==> src/rtl/pe_pkg.sv <==
package pe_pkg;
   typedef enum logic [1:0] {
      MODE_HOLD   = 2'd0,
      MODE_LATCH  = 2'd1,
      MODE_ACCUM  = 2'd2,
      MODE_BYPASS = 2'd3
   } pe_mode_e;
endpackage

==> src/rtl/pe_entry_bank.sv <==
module pe_entry_bank #(
   parameter int VAL_W = 8,
   parameter int IDX_W = 16
) (
   input  logic             clk,
   input  logic             rst,
   input  logic             ld_en,
   input  logic [VAL_W-1:0] ld_val,
   input  logic [IDX_W-1:0] ld_idx,
   input  logic             buf_sel,
   output logic [VAL_W-1:0] act_val,
   output logic [IDX_W-1:0] act_idx
);
   localparam int NSLOT = 2;

   logic [VAL_W-1:0] slot_val [NSLOT];
   logic [IDX_W-1:0] slot_idx [NSLOT];

   for (genvar s = 0; s < NSLOT; s++) begin : g_slot
      // a slot is written only while the other one is active
      logic wr_here;
      assign wr_here = ld_en && (buf_sel != 1'(s));
      always_ff @(posedge clk) begin
         if (rst) begin
            slot_val[s] <= '0;
            slot_idx[s] <= '0;
         end else if (wr_here) begin
            slot_val[s] <= ld_val;
            slot_idx[s] <= ld_idx;
         end
      end
   end

   assign act_val = slot_val[buf_sel];
   assign act_idx = slot_idx[buf_sel];
endmodule

==> src/rtl/pe_mode_decode.sv <==
module pe_mode_decode
   import pe_pkg::*;
#(
   parameter int VAL_W = 8,
   parameter int IDX_W = 16
) (
   input  logic [VAL_W-1:0] act_val,
   input  logic [IDX_W-1:0] act_idx,
   input  logic [IDX_W-1:0] x_idx,
   input  logic             x_end,
   output pe_mode_e         mode
);
   logic idx_hit;
   assign idx_hit = (x_idx == act_idx);

   always_comb begin
      if (act_val == '0)  mode = MODE_BYPASS;
      else if (x_end)     mode = MODE_ACCUM;
      else if (idx_hit)   mode = MODE_LATCH;
      else                mode = MODE_HOLD;
   end
endmodule

==> src/rtl/pe_mac_unit.sv <==
module pe_mac_unit #(
   parameter int VAL_W     = 8,
   parameter int ACC_W     = 32,
   parameter bit SIGNED_OP = 1'b1
) (
   input  logic [VAL_W-1:0] held_val,
   input  logic [VAL_W-1:0] weight,
   input  logic [ACC_W-1:0] acc_in,
   output logic [ACC_W-1:0] acc_out
);
   localparam int PROD_W = 2 * VAL_W;
   localparam int EXT_W  = ACC_W - PROD_W;

   logic [PROD_W-1:0] prod;
   logic [ACC_W-1:0]  prod_ext;

   if (SIGNED_OP) begin : g_signed
      assign prod     = PROD_W'($signed(held_val) * $signed(weight));
      assign prod_ext = {{EXT_W{prod[PROD_W-1]}}, prod};
   end else begin : g_unsigned
      assign prod     = PROD_W'(held_val * weight);
      assign prod_ext = {{EXT_W{1'b0}}, prod};
   end

   assign acc_out = acc_in + prod_ext;
endmodule

==> src/rtl/sparse_mac_pe.sv <==
module sparse_mac_pe
   import pe_pkg::*;
#(
   parameter int VAL_W     = 8,
   parameter int IDX_W     = 16,
   parameter int ACC_W     = 32,
   parameter bit SIGNED_OP = 1'b1
) (
   input  logic             clk,
   input  logic             rst,
   input  logic             ld_en,
   input  logic [VAL_W-1:0] ld_val,
   input  logic [IDX_W-1:0] ld_idx,
   input  logic             buf_sel,
   input  logic [VAL_W-1:0] x_val_i,
   input  logic [IDX_W-1:0] x_idx_i,
   input  logic             x_end_i,
   input  logic [ACC_W-1:0] psum_i,
   output logic [VAL_W-1:0] x_val_o,
   output logic [IDX_W-1:0] x_idx_o,
   output logic             x_end_o,
   output logic [ACC_W-1:0] psum_o
);
   if (ACC_W <= 2 * VAL_W) begin : g_bad_acc
      $error("ACC_W must exceed twice VAL_W");
   end
   if (VAL_W < 2 || IDX_W < 1) begin : g_bad_w
      $error("VAL_W or IDX_W too small");
   end

   logic [VAL_W-1:0] act_val;
   logic [IDX_W-1:0] act_idx;
   pe_mode_e         mode_w;
   logic [VAL_W-1:0] held_q;
   logic [ACC_W-1:0] mac_sum;

   pe_entry_bank #(.VAL_W(VAL_W), .IDX_W(IDX_W)) u_bank (
      .clk(clk), .rst(rst), .ld_en(ld_en), .ld_val(ld_val), .ld_idx(ld_idx),
      .buf_sel(buf_sel), .act_val(act_val), .act_idx(act_idx)
   );

   pe_mode_decode #(.VAL_W(VAL_W), .IDX_W(IDX_W)) u_dec (
      .act_val(act_val), .act_idx(act_idx), .x_idx(x_idx_i),
      .x_end(x_end_i), .mode(mode_w)
   );

   pe_mac_unit #(.VAL_W(VAL_W), .ACC_W(ACC_W), .SIGNED_OP(SIGNED_OP)) u_mac (
      .held_val(held_q), .weight(act_val), .acc_in(psum_i), .acc_out(mac_sum)
   );

   // downward vector pipeline stage, mode independent
   always_ff @(posedge clk) begin
      if (rst) begin
         x_val_o <= '0;
         x_idx_o <= '0;
         x_end_o <= 1'b0;
      end else begin
         x_val_o <= x_val_i;
         x_idx_o <= x_idx_i;
         x_end_o <= x_end_i;
      end
   end

   // captured value and rightward partial sum
   always_ff @(posedge clk) begin
      if (rst) begin
         held_q <= '0;
         psum_o <= '0;
      end else begin
         unique case (mode_w)
            MODE_LATCH:  held_q <= x_val_i;
            MODE_ACCUM: begin
               psum_o <= mac_sum;
               held_q <= '0;
            end
            MODE_BYPASS: psum_o <= psum_i;
            default: ;
         endcase
      end
   end
endmodule

==> config.mk <==
export PLATFORM = sky130hd
export DESIGN_NAME = sparse_mac_pe
export DESIGN_NICKNAME = d
export VERILOG_FILES = /design/src/rtl/pe_pkg.sv /design/src/rtl/pe_entry_bank.sv /design/src/rtl/pe_mode_decode.sv /design/src/rtl/pe_mac_unit.sv /design/src/rtl/sparse_mac_pe.sv
export SDC_FILE = /design/constraint.sdc
export NUM_CORES = 1
export LEC_CHECK = 0
export BUFFER_PORTS_ARGS = -buffer_cell sky130_fd_sc_hd__clkbuf_2
export CAP_MARGIN = 20
export CORE_AREA = 4 4 138 140
export DETAILED_ROUTE_END_ITERATION = 8
export DIE_AREA = 0 0 142 144
export PLACE_DENSITY = 0.82
export SYNTH_ARGS = -nofsm -noshare
export SYNTH_HDL_FRONTEND = slang
export SYNTH_SLANG_ARGS = --single-unit
==> constraint.sdc <==
create_clock -name clk -period 10.15 [get_ports clk]
set_clock_uncertainty 0.1 [all_clocks]
set_input_delay 1.5225 -clock clk [delete_from_list [all_inputs] [get_ports clk]]
set_output_delay 1.5225 -clock clk [all_outputs]
set_load 0.01 [all_outputs]
==> results.py, run 1 <==
metrics = {
    "yosys": {
        "synthArstFlopShare_pct": 0,
        "synthFlopType": "dfxtp_1",
        "synth-seq-cells": 113,
        "synth_top_cell_area_share_pct": 16.3,
        "synth_common_cells": "inv_1 (105), dfxtp_1 (65), nor2b_1 (64)",
        "yosysMostFrequentCell": "inv_1",
        "postSynthCellCount": 932,
        "syn_area_sq_um": 8830,
        "synth_edf_count": 48,
        "synth-compound-area-share_pct": 13.3,
        "synth_area_per_cell_sq_um": 9.48,
        "synthAdderAreaFrac_pct": 21.5,
        "synth_mux_area_share_pct": 4.01,
        "yosysWarnings": 0,
        "netlist_top_cells_area": "edfxtp_1 (16%), dfxtp_1 (15%), fa_1 (13%), ha_1 (8.8%), nor2b_1 (4.5%)",
        "synth-seq-area-share_pct": 31.0,
        "synth_top_family_by_area": "adder cells",
        "post_synth_num_cell_types": 66,
        "synthSimpleGateAreaFrac_pct": 18.6,
        "syn_nets": 1135,
        "synth_xor_area_share_pct": 5.42,
        "yosysTopAreaCell": "edfxtp_1",
    },
    "clock_tree": {
        "cts_buffer_depth": 2,
        "cts_tree": "yes",
        "cts_root_buffer": "clkbuf_16",
        "h-tree-depth": 4,
        "holdBufCountCts": 0,
        "post_cts_resized": 0,
        "cts_buffers": 17,
        "cts.clk_slew.worst_paths_ns": 0.06,
        "insertion_delay_ns": 0.41,
        "cts_sinks": 113,
        "postCtsSetupBuffers": 0,
    },
    "routing": {
        "drc": 0,
        "vias_per_cell": 5.31,
        "drt_iter0_drc": 332,
        "drtAntennaViolNets": 0,
        "dr.pass1.iters": 5,
        "wl_per_cell_um": 15.8,
        "wirelength_um": 20700,
        "vias": 6962,
    },
    "power": {
        "powerDensity_nw_per_um2": 216,
        "pwr-share-seq_pct": 25.2,
        "vdd_drop_max_v": 0.000184,
        "p_clk_share_pct": 28.5,
        "leakagePower_uw": 0.00486,
        "p_sw_uw": 838,
        "p_sw_share_pct": 37.4,
        "pwr-share-comb_pct": 46.3,
        "power.total_uw": 2240,
        "power.internal_uw": 1400,
    },
    "timing": {
        "slew-limit-headroom_pct": 34.0,
        "rsz0062_at_grt": "no",
        "fin_crit_sh_pct": 85.5,
        "setup_viol": 0,
        "hold_viol": 0,
        "fmax_mhz": 115,
        "drv_slew": 0,
        "setup_tns_ns": 0,
        "fin_hold_ws_ns": 0.361,
        "worst_slew_pin_slew_ns": 0.990,
        "finalWorstPathRequiredPeriod_ns": 8.67,
    },
    "setup_path": {
        "ff2ff_setup_slack_ns": 2.50,
        "reg2reg_from": "u_bank.slot_val[1][6]",
        "cp_max_fo": 10,
        "r2r_cells": 25,
        "cp.arrival_ns": 8.89,
        "crit_path_start_kind": "input port",
        "critical_path_class": "input port to flop",
        "required_ns": 10.36,
        "timing.rr.end": "psum_o[31]",
        "end_kind": "flop",
    },
    "placed_design": {
        "dpl_cell_area_sq_um": 9770,
        "dp_cells": 1279,
        "hpwlAfterDp_um": 15900,
        "place_congestion": 0.837,
        "port-buffer-count": 141,
    },
    "floorplan": {
        "fp.coreArea_sq_um": 17800,
        "die_y_um": 144,
        "die_area_sq_um": 20400,
        "rows": 49,
        "start_util_pct": 49.5,
        "die_w_um": 142,
        "ios": 142,
    },
    "status": {
        "status": "finished clean",
    },
    "global_route": {
        "grt_antenna_before_repair": 0,
        "grt_util_all_layers_pct": 20.6,
        "use_met1_pct": 25.8,
        "use_met3_pct": 4.99,
        "grt_max_degree": 72,
        "busiest_layer": "met2",
        "met2_usage_pct": 35.8,
        "grt_pass1_wl_um": 34200,
        "grt_pass1_vias": 7112,
        "globalRoute.totalOverflow": 0,
    },
    "worst_hold_path": {
        "hold_path_end": "psum_o[21]",
        "hold_path_class": "flop to flop",
        "worstHoldPathCells": 2,
        "worstHoldStart": "psum_o[21]",
    },
    "layout": {
        "area_growth_pct": 17.6,
        "nets": 1272,
        "instances_no_fill": 1311,
        "fillCellCount": 1475,
        "multi_input_area_sq_um": 5560,
        "regArea_sq_um": 2740,
        "fin_area_sq_um": 10400,
        "drive_gt1_share_pct": 19.2,
        "diodes": 0,
    },
    "run": {
        "cap_violations": 0,
    },
}
-- worst max-delay path by stage --
stage / endpoint / depth (start not counted) / slack (ns) / start
2_1_floorplan: psum_o[31] / 27 / 1.33 / buf_sel
3_3_place_gp: psum_o[31] / 30 / 1.27 / buf_sel
3_5_place_dp: psum_o[31] / 30 / 1.10 / buf_sel
4_1_cts: psum_o[31] / 30 / 1.45 / buf_sel
5_1_grt: psum_o[31] / 30 / 0.89 / buf_sel
6_report: psum_o[31] / 26 / 1.48 / buf_sel
-- per-layer routing --
metal | vias to the layer above | part of all wire (%)
li1 | 3442 | -
met1 | 3283 | 44
met2 | 221 | 49
met3 | 16 | 6.4
met4 | 0 | 0.95
met5 | - | 0
-- critical path, cell delays in order --
cell and delay, ns:
clkbuf_2 0.20, mux2i_1 0.77, nor2b_1 0.16, fa_1 0.54, fa_1 0.52, fa_1 0.54
inv_1 0.05, fa_1 0.53, inv_1 0.04, ha_1 0.34, o21a_1 0.20, o21ai_0 0.20
o21ai_0 0.17, a31o_2 0.25, a21oi_1 0.27, xor2_1 0.22, buf_4 0.21, ha_1 0.29
a21o_1 0.23, a211oi_1 0.27, and2_1 0.22, a31oi_4 0.12, a31oi_1 0.23, xor3_1 0.26
or3_1 0.33, a311oi_2 0.22
-- sequential cells by signal (all words and copies together), names as in the netlist --
name / count
u_bank.slot_val: 16
x_end_o: 1
x_idx_o: 16
held_q: 8
psum_o: 32
u_bank.slot_idx: 32
x_val_o: 8
-- power groups by stage --
stage	clock network (uW)	registers (uW)	logic (uW)
final	640	564	1040
after global routing	669	571	1160
after CTS	650	564	1040
after detailed placement	0	573	1020
after global placement	0	570	998
after floorplan	0	587	776
-- kinds of logic after synthesis --
logic type      Yosys count
flops                   113
buf+inv                 139
simple gates            305
mux                      35
compound gates          169
fa+ha+maj               118
xor+xnor                 53
-- cell usage in the layout, fill, tap and decap left out, types with 25 or more instances in the layout --
cell and count:
edfxtp_1 48, xnor2_1 37, nand2_1 47, inv_1 105, a21oi_1 48, nor2_1 63
ha_1 62, mux2i_1 32, fa_1 56, clkbuf_2 141, and2_1 62, dfxtp_1 65
o21ai_0 25, nor2b_1 64
-- per-stage QoR --
stage	setup slack, ns	utilization, %
floorplan	1.33	-
global placement	1.27	54.7
detailed placement	1.10	54.7
CTS	1.45	58.3
global route	0.891	58.3
finish	1.48	58.3
-- area by class of cell --
type                            instances  area share, %
Multi-Input combinational cell        680           53.5
Sequential cell                       113           26.4
Timing Repair Buffer                  151           7.51
Clock buffer                           20           4.30
Inverter                              106           3.83
Tap cell                              229           2.76
Clock inverter                         12           1.75
Note: power is estimated with default switching activity, not from simulation.
==> run 2: changes to the inputs <==
--- a/config.mk
+++ b/config.mk
@@ -5,11 +5,12 @@
 export SDC_FILE = /design/constraint.sdc
 export NUM_CORES = 1
 export LEC_CHECK = 0
+export ABC_AREA = 1
 export BUFFER_PORTS_ARGS = -buffer_cell sky130_fd_sc_hd__clkbuf_2
 export CAP_MARGIN = 20
-export CORE_AREA = 4 4 138 140
+export CORE_AREA = 4 4 141 143
 export DETAILED_ROUTE_END_ITERATION = 8
-export DIE_AREA = 0 0 142 144
+export DIE_AREA = 0 0 145 147
 export PLACE_DENSITY = 0.82
 export SYNTH_ARGS = -nofsm -noshare
 export SYNTH_HDL_FRONTEND = slang
==> results.py, run 2 <==
metrics = {
    "yosys": {
        "synthSimpleGateAreaFrac_pct": 23.6,
        "synth_xor_area_share_pct": 2.65,
        "synth_edf_count": 48,
        "synth_area_per_cell_sq_um": 7.42,
        "synth-seq-area-share_pct": 29.7,
        "synth-seq-cells": 113,
        "yosysTopAreaCell": "edfxtp_1",
        "synth_common_cells": "nand2_1 (247), inv_1 (232), nor2_1 (189)",
        "post_synth_num_cell_types": 50,
        "synthArstFlopShare_pct": 0,
        "synthAdderAreaFrac_pct": 20.5,
        "synth_top_family_by_area": "simple AND/OR/NAND/NOR gates",
        "postSynthCellCount": 1246,
        "synthFlopType": "dfxtp_1",
        "syn_area_sq_um": 9250,
        "yosysWarnings": 0,
        "netlist_top_cells_area": "edfxtp_1 (16%), dfxtp_1 (14%), fa_1 (12%), nand2_1 (10%), inv_1 (9.4%)",
        "synth_top_cell_area_share_pct": 15.6,
        "syn_nets": 1449,
        "synth_mux_area_share_pct": 0.541,
        "yosysMostFrequentCell": "nand2_1",
        "synth-compound-area-share_pct": 11.7,
    },
    "timing": {
        "worst_slew_pin_slew_ns": 1.02,
        "setup_slack_ns": 2.06,
        "fin_crit_sh_pct": 79.7,
        "rsz0062_at_grt": "no",
        "slew-limit-headroom_pct": 31.8,
        "finalWorstPathRequiredPeriod_ns": 8.09,
        "setup_viol": 0,
        "drv_slew": 0,
        "fmax_mhz": 124,
        "hold_viol": 0,
        "setup_tns_ns": 0,
    },
    "global_route": {
        "grt_util_all_layers_pct": 25.0,
        "busiest_layer": "met2",
        "grt_pass1_wl_um": 43100,
        "grt_antenna_before_repair": 1,
        "use_met1_pct": 32.0,
        "grt_pass1_vias": 8702,
        "use_met3_pct": 5.95,
        "met2_usage_pct": 42.1,
        "globalRoute.totalOverflow": 0,
        "grt_max_degree": 45,
    },
    "setup_path": {
        "crit_top_cell": "inv_1",
        "cp_num_buf_inv": 8,
        "reg2reg_from": "u_bank.slot_val[1][0]",
        "r2r_cells": 30,
        "end_kind": "flop",
        "required_ns": 10.41,
        "crit_slowest_cell": "fa_1",
        "timing.rr.end": "psum_o[30]",
        "cp_top_family": "adder cells",
        "cp_max_fo": 21,
        "critical_path_class": "input port to flop",
        "ff2ff_setup_slack_ns": 3.12,
        "crit_path_start_kind": "input port",
        "crit_path_max_incr_delay_ns": 0.55,
        "cp.arrival_ns": 8.34,
    },
    "clock_tree": {
        "cts_sinks": 113,
        "cts.clk_slew.worst_paths_ns": 0.06,
        "postCtsSetupBuffers": 0,
        "holdBufCountCts": 0,
        "cts_buffers": 17,
        "h-tree-depth": 4,
        "cts_tree": "yes",
        "cts_root_buffer": "clkbuf_16",
        "cts_buffer_depth": 2,
        "insertion_delay_ns": 0.43,
        "post_cts_resized": 0,
    },
    "floorplan": {
        "ios": 142,
        "die_area_sq_um": 21300,
        "fp.coreArea_sq_um": 18600,
        "die_y_um": 147,
        "rows": 50,
        "start_util_pct": 49.8,
        "die_w_um": 145,
    },
    "layout": {
        "drive_gt1_share_pct": 14.7,
        "diodes": 0,
        "final_common_cell": "nand2_1",
        "area_growth_pct": 15.9,
        "multi_input_area_sq_um": 5460,
        "instances_no_fill": 1632,
        "final_cell_mix": "nand2_1 (247), inv_1 (232), nor2_1 (189)",
        "largestRegisters": "psum_o (32), u_bank.slot_idx (32)",
        "fillCellCount": 1638,
        "fin_area_sq_um": 10700,
        "nets": 1588,
        "regArea_sq_um": 2740,
    },
    "status": {
        "status": "finished clean",
    },
    "placed_design": {
        "place_congestion": 0.968,
        "pre_cts_slack_ns": 1.69,
        "hpwlAfterDp_um": 20900,
        "dpl_cell_area_sq_um": 10200,
        "port-buffer-count": 141,
        "dp_cells": 1600,
    },
    "routing": {
        "dr.pass1.iters": 5,
        "drc": 0,
        "wl_per_cell_um": 16.4,
        "vias": 8718,
        "drtAntennaViolNets": 0,
        "wirelength_um": 26800,
        "vias_per_cell": 5.34,
        "drt_iter0_drc": 713,
    },
    "worst_hold_path": {
        "worstHoldStart": "psum_o[2]",
        "hold_path_end": "psum_o[2]",
        "hold_path_class": "flop to flop",
        "worstHoldPathCells": 2,
    },
    "power": {
        "vdd_drop_max_v": 0.000146,
        "powerDensity_nw_per_um2": 205,
        "power.total_uw": 2200,
        "leakagePower_uw": 0.00558,
    },
    "run": {
        "cap_violations": 0,
    },
}
-- run 2: how the worst max path moves through the flow --
stage,startpoint,end,slack (ns),cells past startpoint
6_report,buf_sel,psum_o[30],2.06,32
5_1_grt,buf_sel,psum_o[31],1.53,39
4_1_cts,buf_sel,psum_o[30],2.13,32
3_5_place_dp,buf_sel,psum_o[30],1.69,32
3_3_place_gp,buf_sel,psum_o[30],1.67,32
2_1_floorplan,buf_sel,psum_o[18],2.74,33
-- run 2: per-layer routing --
layer,part of all wire (%),vias to the layer above
met2,47,396
met4,2.7,2
met1,41,4031
li1,-,4226
met3,8.8,63
met5,0.049,-
-- run 2: worst min-delay path, cell delays in order, from the launching register on --
cell	delay (ns)
dfxtp_1	0.31
nand2_1	0.06
a21oi_1	0.05
-- run 2: cell families after synthesis --
| group | after synthesis |
|---|---|
| AO/OA/AOI/OAI | 187 |
| XOR/XNOR | 28 |
| adder cells (fa/ha/maj) | 118 |
| buffers and inverters | 264 |
| flip-flops | 113 |
| multiplexers | 5 |
| AND/OR/NAND/NOR | 531 |
-- run 2: area by class of cell --
type / instances / share of cell area [%]
well taps: 234 / 2.73
clock buffers: 17 / 3.97
repair buffers: 148 / 7.26
flip-flops and latches: 113 / 25.6
clock inverters: 15 / 1.20
inverters: 236 / 8.29
multi-input cells: 869 / 51.0
-- run 2: metrics by stage --
step | hold slack (ns) | util, %
3_3_place_gp | 0.354 | 54.6
2_1_floorplan | 0.381 | -
4_1_cts | 0.367 | 57.7
5_1_grt | 0.433 | 57.7
3_5_place_dp | 0.358 | 54.7
6_report | 0.368 | 57.7
-- run 2: report_power, final --
part	switching, uW	internal (uW)
combinational	700	374
sequential	28.1	528
clock	249	319
==> run 3: changes to the inputs <==
--- a/config.mk
+++ b/config.mk
@@ -5,12 +5,12 @@
 export SDC_FILE = /design/constraint.sdc
 export NUM_CORES = 1
 export LEC_CHECK = 0
-export ABC_AREA = 1
+export ABC_AREA = 0
 export BUFFER_PORTS_ARGS = -buffer_cell sky130_fd_sc_hd__clkbuf_2
 export CAP_MARGIN = 20
-export CORE_AREA = 4 4 141 143
+export CORE_AREA = 4 4 138 140
 export DETAILED_ROUTE_END_ITERATION = 8
-export DIE_AREA = 0 0 145 147
+export DIE_AREA = 0 0 142 144
 export PLACE_DENSITY = 0.82
 export SYNTH_ARGS = -nofsm -noshare
 export SYNTH_HDL_FRONTEND = slang
==> constraint.sdc (replaced) <==
create_clock -name clk -period 7.98 [get_ports clk]
set_clock_uncertainty 0.1 [all_clocks]
set_input_delay 1.197 -clock clk [delete_from_list [all_inputs] [get_ports clk]]
set_output_delay 1.197 -clock clk [all_outputs]
set_load 0.01 [all_outputs]
==> results.py, run 3 (synthesized netlist as in run 1, its figures left out) <==
metrics = {
    "placed_design": {
        "port-buffer-count": 141,
        "dp_cells": 1330,
        "hpwlAfterDp_um": 16100,
        "place_congestion": 0.891,
    },
    "layout": {
        "area_growth_pct": 22.4,
        "final_common_cell": "clkbuf_2",
        "diodes": 0,
        "instances_no_fill": 1363,
        "drive_gt1_share_pct": 23.5,
        "largestRegisters": "psum_o (32), u_bank.slot_idx (32)",
        "final_cell_mix": "clkbuf_2 (140), inv_1 (105), dfxtp_1 (65)",
        "final_util_pct": 60.6,
        "nets": 1324,
    },
    "setup_path": {
        "crit_slowest_cell": "fa_1",
        "critical_path_class": "input port to flop",
        "crit_top_cell": "inv_1",
        "cp_num_buf_inv": 6,
        "crit_path_start_kind": "input port",
        "cp_max_fo": 9,
        "end_kind": "flop",
        "cp_top_family": "adder cells",
        "required_ns": 8.20,
        "cp.arrival_ns": 7.89,
        "crit_path_max_incr_delay_ns": 0.54,
    },
    "global_route": {
        "globalRoute.totalOverflow": 0,
        "grt_pass1_wl_um": 34600,
        "met2_usage_pct": 36.8,
        "busiest_layer": "met2",
        "grt_antenna_before_repair": 0,
        "use_met3_pct": 4.99,
        "grt_max_degree": 72,
        "grt_util_all_layers_pct": 20.8,
        "grt_pass1_vias": 7224,
        "use_met1_pct": 25.5,
    },
    "clock_tree": {
        "h-tree-depth": 4,
        "cts_buffers": 17,
        "insertion_delay_ns": 0.42,
        "cts.clk_slew.worst_paths_ns": 0.06,
        "holdBufCountCts": 0,
        "cts_sinks": 113,
        "cts_tree": "yes",
        "cts_root_buffer": "clkbuf_16",
        "cts_buffer_depth": 2,
    },
    "power": {
        "power.total_uw": 2920,
        "vdd_drop_max_v": 0.000212,
        "powerDensity_nw_per_um2": 270,
        "leakagePower_uw": 0.00508,
    },
    "routing": {
        "drtAntennaViolNets": 0,
        "wirelength_um": 20400,
        "drc": 0,
        "vias": 7161,
        "dr.pass1.iters": 6,
        "wl_per_cell_um": 15.0,
        "drt_iter0_drc": 295,
        "vias_per_cell": 5.25,
    },
    "floorplan": {
        "start_util_pct": 49.5,
        "rows": 49,
        "die_area_sq_um": 20400,
        "fp.coreArea_sq_um": 17800,
        "die_w_um": 142,
        "ios": 142,
        "die_y_um": 144,
    },
    "timing": {
        "fin_crit_sh_pct": 96.0,
        "drv_slew": 0,
        "hold_viol": 0,
        "worst_slew_pin_slew_ns": 1.06,
        "setup_tns_ns": 0,
        "finalWorstPathRequiredPeriod_ns": 7.66,
        "fmax_mhz": 130,
        "setup_viol": 0,
        "rsz0062_at_grt": "no",
        "slew-limit-headroom_pct": 29.7,
        "fin_hold_ws_ns": 0.354,
    },
    "run": {
        "cap_violations": 0,
    },
    "worst_hold_path": {
        "hold_path_class": "flop to flop",
    },
    "status": {
        "status": "finished clean",
    },
}
-- run 3: tightest hold or removal path, delay by kind of cell, from the launching register on --
kind,cells,cell delay [ns]
compound gates,1,0.05
simple gates,1,0.05
flops,1,0.31
-- run 3: repair_timing --
action	4_1_cts	5_1_grt
buffers inserted	0	1
resized for setup	0	3
setup endpoints to repair	0	5
-- run 3: final timing paths --
kind | cells after the start | start | slack, ns | end
setup / recovery | 27 | buf_sel | 0.32 | psum_o[31]
setup reg to reg | 26 | u_bank.slot_val[1][7] | 1.07 | psum_o[31]
hold reg to reg | 2 | psum_o[21] | 0.35 | psum_o[21]
hold / removal | 2 | psum_o[21] | 0.35 | psum_o[21]
-- run 3: area by class of cell --
type	instances	area (sq um)
sequential	113	2740
timing repair buffer	203	1170
inverter	106	398
fill	1465	7030
clock inverter	13	139
tap	229	287
multi-input combinational	680	5640
clock buffer	19	433
-- run 3: power breakdown --
part	total (uW)	internal (uW)	switching, uW
sequential	719	681	38.1
combinational	1460	685	773
clock	742	459	283
total	2920	1820	1090
-- run 3: through the flow --
stage / cell area [sq um] / setup slack [ns]
floorplan: 8910 / 0.0359
global placement: 10200 / -0.0748
detailed placement: 10200 / -0.177
CTS: 10800 / 0.243
global route: 10800 / 0.00115
finish: 10800 / 0.316
-- run 3: per-layer routing --
layer,up-vias,wire length [um]
li1,3550,-
met1,3368,8790
met2,209,10100
met3,34,1180
met4,0,322
met5,-,0
